`config.mk`:
```
export PLATFORM = sky130hd
export DESIGN_NAME = vol_stereo_top
export DESIGN_NICKNAME = d
export VERILOG_FILES = /design/src/rtl/vol_pkg.sv /design/src/rtl/vol_gain_lut.sv /design/src/rtl/vol_ramp.sv /design/src/rtl/vol_scale.sv /design/src/rtl/vol_stereo_top.sv
export SDC_FILE = /design/constraint.sdc
export NUM_CORES = 2
export LEC_CHECK = 0
export CELL_PAD_IN_SITES_DETAIL_PLACEMENT = 0
export CELL_PAD_IN_SITES_GLOBAL_PLACEMENT = 1
export CORE_MARGIN = 3
export CORE_UTILIZATION = 46
export DETAILED_ROUTE_END_ITERATION = 10
export GPL_TIMING_DRIVEN = 0
export PLACE_DENSITY_LB_ADDON = 0.1
export SLEW_MARGIN = 5
export SYNTH_ARGS = -nofsm -noshare
export SYNTH_HDL_FRONTEND = slang
export SYNTH_HIERARCHICAL = 1
export SYNTH_SLANG_ARGS = --single-unit
```
`constraint.sdc`:
```
create_clock -name clk -period 9.8 [get_ports clk]
set_input_delay 1.96 -clock clk [delete_from_list [all_inputs] [get_ports clk]]
set_output_delay 1.96 -clock clk [all_outputs]
set_load 0.03 [all_outputs]
```
`src/rtl/vol_pkg.sv`:
```
package vol_pkg;
    localparam int GAIN_FRAC      = 17;
    localparam int GAIN_W         = GAIN_FRAC + 1;
    localparam int STEPS_PER_HALF = 12;
    localparam int MAX_CODE       = 192;

    // Q1.17 factors for one 6 dB segment, 0.5 dB apart
    function automatic logic [GAIN_W-1:0] seg_gain(input logic [3:0] idx);
        logic [GAIN_W-1:0] g;
        case (idx)
            4'd0:    g = GAIN_W'(131072);
            4'd1:    g = GAIN_W'(123740);
            4'd2:    g = GAIN_W'(116817);
            4'd3:    g = GAIN_W'(110283);
            4'd4:    g = GAIN_W'(104114);
            4'd5:    g = GAIN_W'(98289);
            4'd6:    g = GAIN_W'(92791);
            4'd7:    g = GAIN_W'(87600);
            4'd8:    g = GAIN_W'(82700);
            4'd9:    g = GAIN_W'(78075);
            4'd10:   g = GAIN_W'(73707);
            4'd11:   g = GAIN_W'(69584);
            default: g = '0;
        endcase
        return g;
    endfunction
endpackage

```
`src/rtl/vol_gain_lut.sv`:
```
module vol_gain_lut
    import vol_pkg::*;
#(
    parameter int CODE_W = 8
) (
    input  logic [CODE_W-1:0] code,
    output logic [GAIN_W-1:0] gain
);
    logic [CODE_W-1:0] octave;
    logic [3:0]        seg;

    always_comb begin
        octave = code / CODE_W'(STEPS_PER_HALF);
        seg    = 4'(code % CODE_W'(STEPS_PER_HALF));
        gain   = seg_gain(seg) >> octave;
    end
endmodule

```
`src/rtl/vol_ramp.sv`:
```
module vol_ramp
    import vol_pkg::*;
#(
    parameter int CODE_W = 8,
    parameter int RATE_W = 2
) (
    input  logic              clk,
    input  logic              rst_n,
    input  logic              ramp_en,
    input  logic [RATE_W-1:0] rate,
    input  logic              in_valid,
    input  logic [CODE_W-1:0] target,
    output logic [CODE_W-1:0] applied
);
    localparam int CNT_W = (1 << RATE_W) - 1;
    localparam logic [CODE_W-1:0] TOP_CODE = CODE_W'(MAX_CODE);

    typedef struct packed {
        logic [CODE_W-1:0] code;
        logic [CNT_W-1:0]  cnt;
    } ramp_t;

    ramp_t             st_d, st_q;
    logic [CNT_W-1:0]  limit;

    always_comb begin
        limit = CNT_W'((1 << rate) - 1);
        st_d  = st_q;
        if (!ramp_en) begin
            st_d.code = target;
            st_d.cnt  = '0;
        end else if (st_q.code == target) begin
            st_d.cnt = '0;
        end else if (in_valid) begin
            if (st_q.cnt == limit) begin
                st_d.cnt  = '0;
                st_d.code = (st_q.code < target) ? st_q.code + CODE_W'(1)
                                                 : st_q.code - CODE_W'(1);
            end else begin
                st_d.cnt = st_q.cnt + CNT_W'(1);
            end
        end
    end

    always_ff @(posedge clk or negedge rst_n) begin
        if (!rst_n) begin
            st_q.code <= TOP_CODE;
            st_q.cnt  <= '0;
        end else begin
            st_q <= st_d;
        end
    end

    assign applied = st_q.code;

    // while ramping, the code moves by at most one step per clock
    a_r6_single_step: assert property (@(posedge clk) disable iff (!rst_n)
        $past(ramp_en) |-> (st_q.code == $past(st_q.code) ||
                            st_q.code == $past(st_q.code) + CODE_W'(1) ||
                            st_q.code == $past(st_q.code) - CODE_W'(1)));

    // a ramp step never moves away from the target
    a_r6_toward_target: assert property (@(posedge clk) disable iff (!rst_n)
        ($past(ramp_en) && $past(st_q.code) < $past(target)) |-> st_q.code >= $past(st_q.code));

    // applied code stays inside the valid range
    a_r3_code_range: assert property (@(posedge clk) disable iff (!rst_n)
        st_q.code <= TOP_CODE);
endmodule

```
`src/rtl/vol_scale.sv`:
```
module vol_scale
    import vol_pkg::*;
#(
    parameter int DATA_W = 24
) (
    input  logic              clk,
    input  logic              rst_n,
    input  logic              in_valid,
    input  logic [DATA_W-1:0] sample,
    input  logic [GAIN_W-1:0] gain,
    input  logic              inv,
    input  logic              zero,
    output logic              out_valid,
    output logic [DATA_W-1:0] out_data
);
    localparam int PROD_W = DATA_W + GAIN_W + 1;
    localparam logic signed [PROD_W-1:0] P_MAX =
        {{(PROD_W-DATA_W+1){1'b0}}, {(DATA_W-1){1'b1}}};
    localparam logic signed [PROD_W-1:0] P_MIN =
        {{(PROD_W-DATA_W+1){1'b1}}, {(DATA_W-1){1'b0}}};
    localparam logic signed [PROD_W-1:0] P_HALF = PROD_W'(1) <<< (GAIN_FRAC - 1);
    localparam logic [DATA_W-1:0] D_MAX = {1'b0, {(DATA_W-1){1'b1}}};
    localparam logic [DATA_W-1:0] D_MIN = {1'b1, {(DATA_W-1){1'b0}}};

    typedef struct packed {
        logic                     valid;
        logic signed [PROD_W-1:0] prod;
        logic                     inv;
        logic                     zero;
        logic                     ovalid;
        logic [DATA_W-1:0]        data;
    } pipe_t;

    pipe_t                    st_d, st_q;
    logic signed [PROD_W-1:0] rounded;
    logic [DATA_W-1:0]        sat;

    always_comb begin
        st_d = st_q;
        // stage 1: multiply
        st_d.valid = in_valid;
        if (in_valid) begin
            st_d.prod = PROD_W'($signed(sample)) * $signed({1'b0, gain});
            st_d.inv  = inv;
            st_d.zero = zero;
        end
        // stage 2: round, saturate, invert, zero
        rounded = (st_q.prod + P_HALF) >>> GAIN_FRAC;
        if (rounded > P_MAX)      sat = D_MAX;
        else if (rounded < P_MIN) sat = D_MIN;
        else                      sat = rounded[DATA_W-1:0];
        st_d.ovalid = st_q.valid;
        if (st_q.valid) begin
            if (st_q.zero)      st_d.data = '0;
            else if (!st_q.inv) st_d.data = sat;
            else if (sat == D_MIN) st_d.data = D_MAX;
            else                st_d.data = -sat;
        end
    end

    always_ff @(posedge clk or negedge rst_n) begin
        if (!rst_n) st_q <= '0;
        else        st_q <= st_d;
    end

    assign out_valid = st_q.ovalid;
    assign out_data  = st_q.data;

    // an inverted result never lands on the most negative value
    a_r9_inv_no_min: assert property (@(posedge clk) disable iff (!rst_n)
        (st_q.valid && st_q.inv && !st_q.zero) |=> (st_q.data != D_MIN));

    // a zero-flagged sample leaves as zero
    a_r5_zero_out: assert property (@(posedge clk) disable iff (!rst_n)
        (st_q.valid && st_q.zero) |=> (st_q.data == '0));

    // data holds between strobes
    a_r10_hold: assert property (@(posedge clk) disable iff (!rst_n)
        !st_q.valid |=> $stable(st_q.data));
endmodule

```
`src/rtl/vol_stereo_top.sv`:
```
module vol_stereo_top
    import vol_pkg::*;
#(
    parameter int DATA_W = 24,
    parameter int CODE_W = 8,
    parameter int RATE_W = 2
) (
    input  logic              clk,
    input  logic              rst_n,
    input  logic              in_valid,
    input  logic [DATA_W-1:0] in_l,
    input  logic [DATA_W-1:0] in_r,
    input  logic [CODE_W-1:0] vol_l,
    input  logic [CODE_W-1:0] vol_r,
    input  logic              lock,
    input  logic              mute,
    input  logic              inv_l,
    input  logic              inv_r,
    input  logic              ramp_en,
    input  logic [RATE_W-1:0] ramp_rate,
    output logic              out_valid,
    output logic [DATA_W-1:0] out_l,
    output logic [DATA_W-1:0] out_r
);
    localparam int NCH = 2;
    localparam logic [CODE_W-1:0] TOP_CODE = CODE_W'(MAX_CODE);

    logic [CODE_W-1:0] req_code [NCH];
    logic [CODE_W-1:0] tgt      [NCH];
    logic [CODE_W-1:0] applied  [NCH];
    logic [GAIN_W-1:0] gain     [NCH];
    logic [DATA_W-1:0] smp      [NCH];
    logic [DATA_W-1:0] res      [NCH];
    logic              inv      [NCH];
    logic              zero     [NCH];
    logic              vld      [NCH];

    assign req_code[0] = vol_l;
    assign req_code[1] = lock ? vol_l : vol_r;
    assign smp[0]      = in_l;
    assign smp[1]      = in_r;
    assign inv[0]      = inv_l;
    assign inv[1]      = inv_r;

    for (genvar ch = 0; ch < NCH; ch++) begin : g_ch
        assign tgt[ch]  = mute ? TOP_CODE
                        : ((req_code[ch] > TOP_CODE) ? TOP_CODE : req_code[ch]);
        assign zero[ch] = mute && (!ramp_en || applied[ch] == TOP_CODE);

        vol_ramp #(.CODE_W(CODE_W), .RATE_W(RATE_W)) u_ramp (
            .clk      (clk),
            .rst_n    (rst_n),
            .ramp_en  (ramp_en),
            .rate     (ramp_rate),
            .in_valid (in_valid),
            .target   (tgt[ch]),
            .applied  (applied[ch])
        );

        vol_gain_lut #(.CODE_W(CODE_W)) u_lut (
            .code (applied[ch]),
            .gain (gain[ch])
        );

        vol_scale #(.DATA_W(DATA_W)) u_scale (
            .clk       (clk),
            .rst_n     (rst_n),
            .in_valid  (in_valid),
            .sample    (smp[ch]),
            .gain      (gain[ch]),
            .inv       (inv[ch]),
            .zero      (zero[ch]),
            .out_valid (vld[ch]),
            .out_data  (res[ch])
        );
    end

    assign out_valid = vld[0] & vld[1];
    assign out_l     = res[0];
    assign out_r     = res[1];

    // a strobe in cycle n yields an output strobe in cycle n+2
    a_r10_latency: assert property (@(posedge clk) disable iff (!rst_n)
        in_valid |-> ##2 out_valid);

    a_r10_no_spurious: assert property (@(posedge clk) disable iff (!rst_n)
        !in_valid |-> ##2 !out_valid);

    // mute without ramp silences the sample presented with it
    a_r5_mute_now: assert property (@(posedge clk) disable iff (!rst_n)
        (in_valid && mute && !ramp_en) |-> ##2 (out_l == '0 && out_r == '0));
endmodule

```
==> impl_metrics.xml <==
<?xml version="1.0" encoding="UTF-8"?>
<metrics>
  <group name="sta">
    <metric name="final.min_clock_period" unit="ns">9.48</metric>
    <metric name="setup_violations" unit="">0</metric>
    <metric name="fmax" unit="GHz">0.106</metric>
    <metric name="max_slew.worst_pin.slew" unit="ns">1.39</metric>
    <metric name="final_sum_of_negative_setup_slack" unit="ns">0</metric>
    <metric name="max-slew-margin-rel" unit="">0.0721</metric>
    <metric name="final-max-slew-violation-count" unit="">0</metric>
    <metric name="finalHoldViolations" unit="">0</metric>
    <metric name="fin_worst_skew" unit="ns">0.0155</metric>
    <metric name="portion_of_the_clock_cycle_consumed_by_the_worst_path_in_the_final_layout" unit="">0.967</metric>
    <metric name="grt_setup_unrepaired" unit="">true</metric>
  </group>
  <group name="critical_path">
    <metric name="worst-path-buf-inv" unit="">8</metric>
    <metric name="timing.setup.critical_path_class" unit="">reg -&gt; reg</metric>
    <metric name="timing.critical_path.slowest_cell_delay" unit="ns">0.57</metric>
    <metric name="worst_path_max_delay_cell" unit="">fa_1</metric>
    <metric name="crit_arrival" unit="ns">9.80</metric>
    <metric name="reg2reg_from" unit="">g_ch[1].u_ramp/applied[7]</metric>
    <metric name="worstReg2RegEnd" unit="">g_ch[1].u_scale/st_q[67]</metric>
    <metric name="critical_path_peak_fanout" unit="">10</metric>
    <metric name="worst_r2r_path_depth" unit="">36</metric>
    <metric name="start_kind" unit="">register</metric>
    <metric name="crit_path_frequent_cell" unit="">fa_1</metric>
    <metric name="worstSetupEndpointType" unit="">register</metric>
    <metric name="ff2ff_setup_slack" unit="ns">0.32</metric>
    <metric name="critPathRequiredTime" unit="ns">10.12</metric>
    <metric name="timing.critical_path.max_delay_family" unit="">adder cells</metric>
  </group>
  <group name="synth">
    <metric name="yosys-top-cells-count" unit="">inv_1, fa_1, and2_1, nand2_1, ha_1</metric>
    <metric name="synth_nets" unit="">6553</metric>
    <metric name="yosysTopAreaCell" unit="">fa_1</metric>
    <metric name="postSynth.asyncResetShare" unit="">1.00</metric>
    <metric name="synth.top_cell.area_share" unit="">0.373</metric>
    <metric name="synthDistinctLibCells" unit="">122</metric>
    <metric name="syn_area" unit="sq um">46100</metric>
    <metric name="synth.yosys.seq_area_share" unit="">0.0718</metric>
    <metric name="ys_ff_latch" unit="">132</metric>
    <metric name="ys.flop_type" unit="">dfrtp_1</metric>
    <metric name="synthMostInstantiatedCell" unit="">inv_1</metric>
    <metric name="ys_top_cells_by_area" unit="">fa_1, inv_1, and2_1</metric>
    <metric name="ys_warn_count" unit="">6</metric>
    <metric name="postSynthAreaPerCell" unit="sq um">8.59</metric>
    <metric name="synthCells" unit="">5359</metric>
    <metric name="number_of_flops_mapped_to_enable_cells_by_yosys" unit="">0</metric>
  </group>
  <group name="layout">
    <metric name="finalNetCount" unit="">6759</metric>
    <metric name="layoutNonFillerInstCount" unit="">6866</metric>
    <metric name="area_growth" unit="%">11.1</metric>
    <metric name="fin_area" unit="sq um">51200</metric>
    <metric name="post-route-util" unit="">0.518</metric>
    <metric name="final_layout_size_suffix_gt1_frac" unit="">0.106</metric>
  </group>
  <group name="place">
    <metric name="port_buffers" unit="">122</metric>
    <metric name="post_dp_cell_area" unit="sq um">48900</metric>
    <metric name="dp_cells" unit="">6769</metric>
    <metric name="gpl.final_weighted_congestion" unit="">0.936</metric>
    <metric name="detailedPlacementHpwl" unit="mm">115</metric>
  </group>
  <group name="min_path">
    <metric name="whs_endpoint" unit="">g_ch[0].u_scale/out_valid</metric>
    <metric name="worst_hold_startpoint" unit="">g_ch[0].u_scale/st_d[24]</metric>
    <metric name="worstHoldPathType" unit="">reg -&gt; reg</metric>
    <metric name="holdPathStages" unit="">0</metric>
  </group>
  <group name="route">
    <metric name="wl" unit="mm">140</metric>
    <metric name="drc" unit="">0</metric>
    <metric name="detail_route.vias_per_cell" unit="">5.43</metric>
    <metric name="post_drt_wl_per_cell" unit="microns">20.3</metric>
    <metric name="dr.first_iter.drc_count" unit="">2403</metric>
    <metric name="route.vias.total" unit="">37300</metric>
    <metric name="drt_pre_antenna_iters" unit="">8</metric>
    <metric name="detail-route-antenna-nets" unit="">0</metric>
  </group>
  <group name="clocking">
    <metric name="worst_setup_hold_path_clk_slew" unit="ns">0.06</metric>
    <metric name="cts-buffers-inserted" unit="">17</metric>
    <metric name="ctsHtreeMaxLevel" unit="">4</metric>
    <metric name="tritoncts" unit="">built</metric>
    <metric name="clock-sinks" unit="">132</metric>
    <metric name="clockRootBuffer" unit="">clkbuf_16</metric>
    <metric name="clkLatencyLatePin" unit="ns">0.48</metric>
    <metric name="cts_buffer_depth" unit="">2</metric>
  </group>
  <group name="die">
    <metric name="core-area" unit="sq um">98900</metric>
    <metric name="dieWidth" unit="microns">322</metric>
    <metric name="initial_core_util" unit="">0.466</metric>
    <metric name="placementRows" unit="">115</metric>
    <metric name="die_h" unit="microns">322</metric>
    <metric name="total_i_o_pin_count" unit="">123</metric>
    <metric name="dieArea" unit="sq um">104000</metric>
  </group>
  <group name="outcome">
    <metric name="outcome" unit="">finished clean</metric>
  </group>
  <group name="flow_run">
    <metric name="drv.max_cap_violation_count" unit="">0</metric>
  </group>
  <group name="global_route">
    <metric name="overall_track_demand_over_capacity_in_global_routing" unit="">0.276</metric>
    <metric name="grt_remaining_overflow" unit="">0</metric>
    <metric name="grt_pass1_wl" unit="mm">223</metric>
    <metric name="maximum_number_of_pins_on_one_net_before_global_route_repair" unit="">110</metric>
    <metric name="number_of_global_route_vias_before_repair" unit="">38900</metric>
    <metric name="grt_antenna_before_repair" unit="">5</metric>
  </group>
</metrics>
==> through the flow <==
stage | worst slack (ns) | hold slack, ns
after floorplan | 0.360 | 0.352
after global placement | -2.04 | 0.358
after detailed placement | -2.04 | 0.361
after CTS | -0.000564 | 0.376
after global routing | -0.0297 | 0.392
final | 0.324 | 0.372
==> flip-flops by register name, summed over array words and instances, names as in the netlist <==
name and flops:
g_ch.u_scale/out_valid 2, g_ch.u_ramp/st_q 6, g_ch.u_scale/st_d 2, g_ch.u_ramp/applied 16, g_ch.u_scale/st_q 58, g_ch.u_scale/out_data 48
==> cells in the final DEF (no fill, tap or decap), drive strengths merged, types with 53 or more instances in the layout <==
cell	count
a21oi	156
and2	538
buf	235
clkbuf	181
clkdlybuf4s50	121
dfrtp	128
fa	858
ha	262
inv	1079
nand2	532
nand3	93
nand4	53
nor2	205
nor3	66
o21ai	164
xnor2	77
xor2	55
==> repair_timing <==
item                       CTS  global route
hold buffers                 0             0
pin swaps                   16            55
setup buffers               13            52
resized for setup          139           259
setup endpoints to repair   49            41
==> cell type report <==
class | count | area, sq um
multi-input combinational | 3812 | 37900
tap | 1287 | 1610
inverter | 1084 | 4080
timing repair buffer | 188 | 1770
sequential | 132 | 3310
fill | 9542 | 47700
antenna | 1 | 2.50
buffer | 330 | 1930
clock inverter | 13 | 101
clock buffer | 19 | 443
==> cell families (layout without fill, tap and decap cells) <==
logic type / Yosys count / count (layout) / share of synthesized area
AND/OR/NAND/NOR: 1722 / 1722 / 0.199
buffers and inverters: 1415 / 1634 / 0.126
adder cells (fa/ha/maj): 1122 / 1122 / 0.445
AO/OA/AOI/OAI: 745 / 745 / 0.112
XOR/XNOR: 132 / 132 / 0.0251
flip-flops: 132 / 132 / 0.0718
multiplexers: 91 / 91 / 0.0209
other: 0 / 1 / 0
==> layer usage <==
layer	part of all wire	wire length, microns	global-route usage
met5	0	0	0
met4	0.023	3200	0.0682
met3	0.055	7740	0.0344
met2	0.48	67500	0.469
met1	0.44	61200	0.375
==> worst max path at each step <==
stage | start | cells after the start | to | slack, ns
3_3_place_gp | g_ch[0].u_ramp/applied[7] | 34 | g_ch[0].u_scale/st_q[69] | -2.04
4_1_cts | g_ch[0].u_ramp/applied[7] | 37 | g_ch[0].u_scale/st_q[69] | -0.0006
3_5_place_dp | g_ch[0].u_ramp/applied[7] | 35 | g_ch[0].u_scale/st_q[69] | -2.04
6_report | g_ch[1].u_ramp/applied[7] | 36 | g_ch[1].u_scale/st_q[67] | 0.32
2_1_floorplan | g_ch[0].u_ramp/applied[7] | 35 | g_ch[0].u_scale/st_q[69] | 0.36
5_1_grt | g_ch[1].u_ramp/applied[7] | 38 | g_ch[1].u_scale/st_q[67] | -0.03
Power is not shown: default switching activity piles up to over one toggle a cycle in this logic, so the estimate is an artifact.
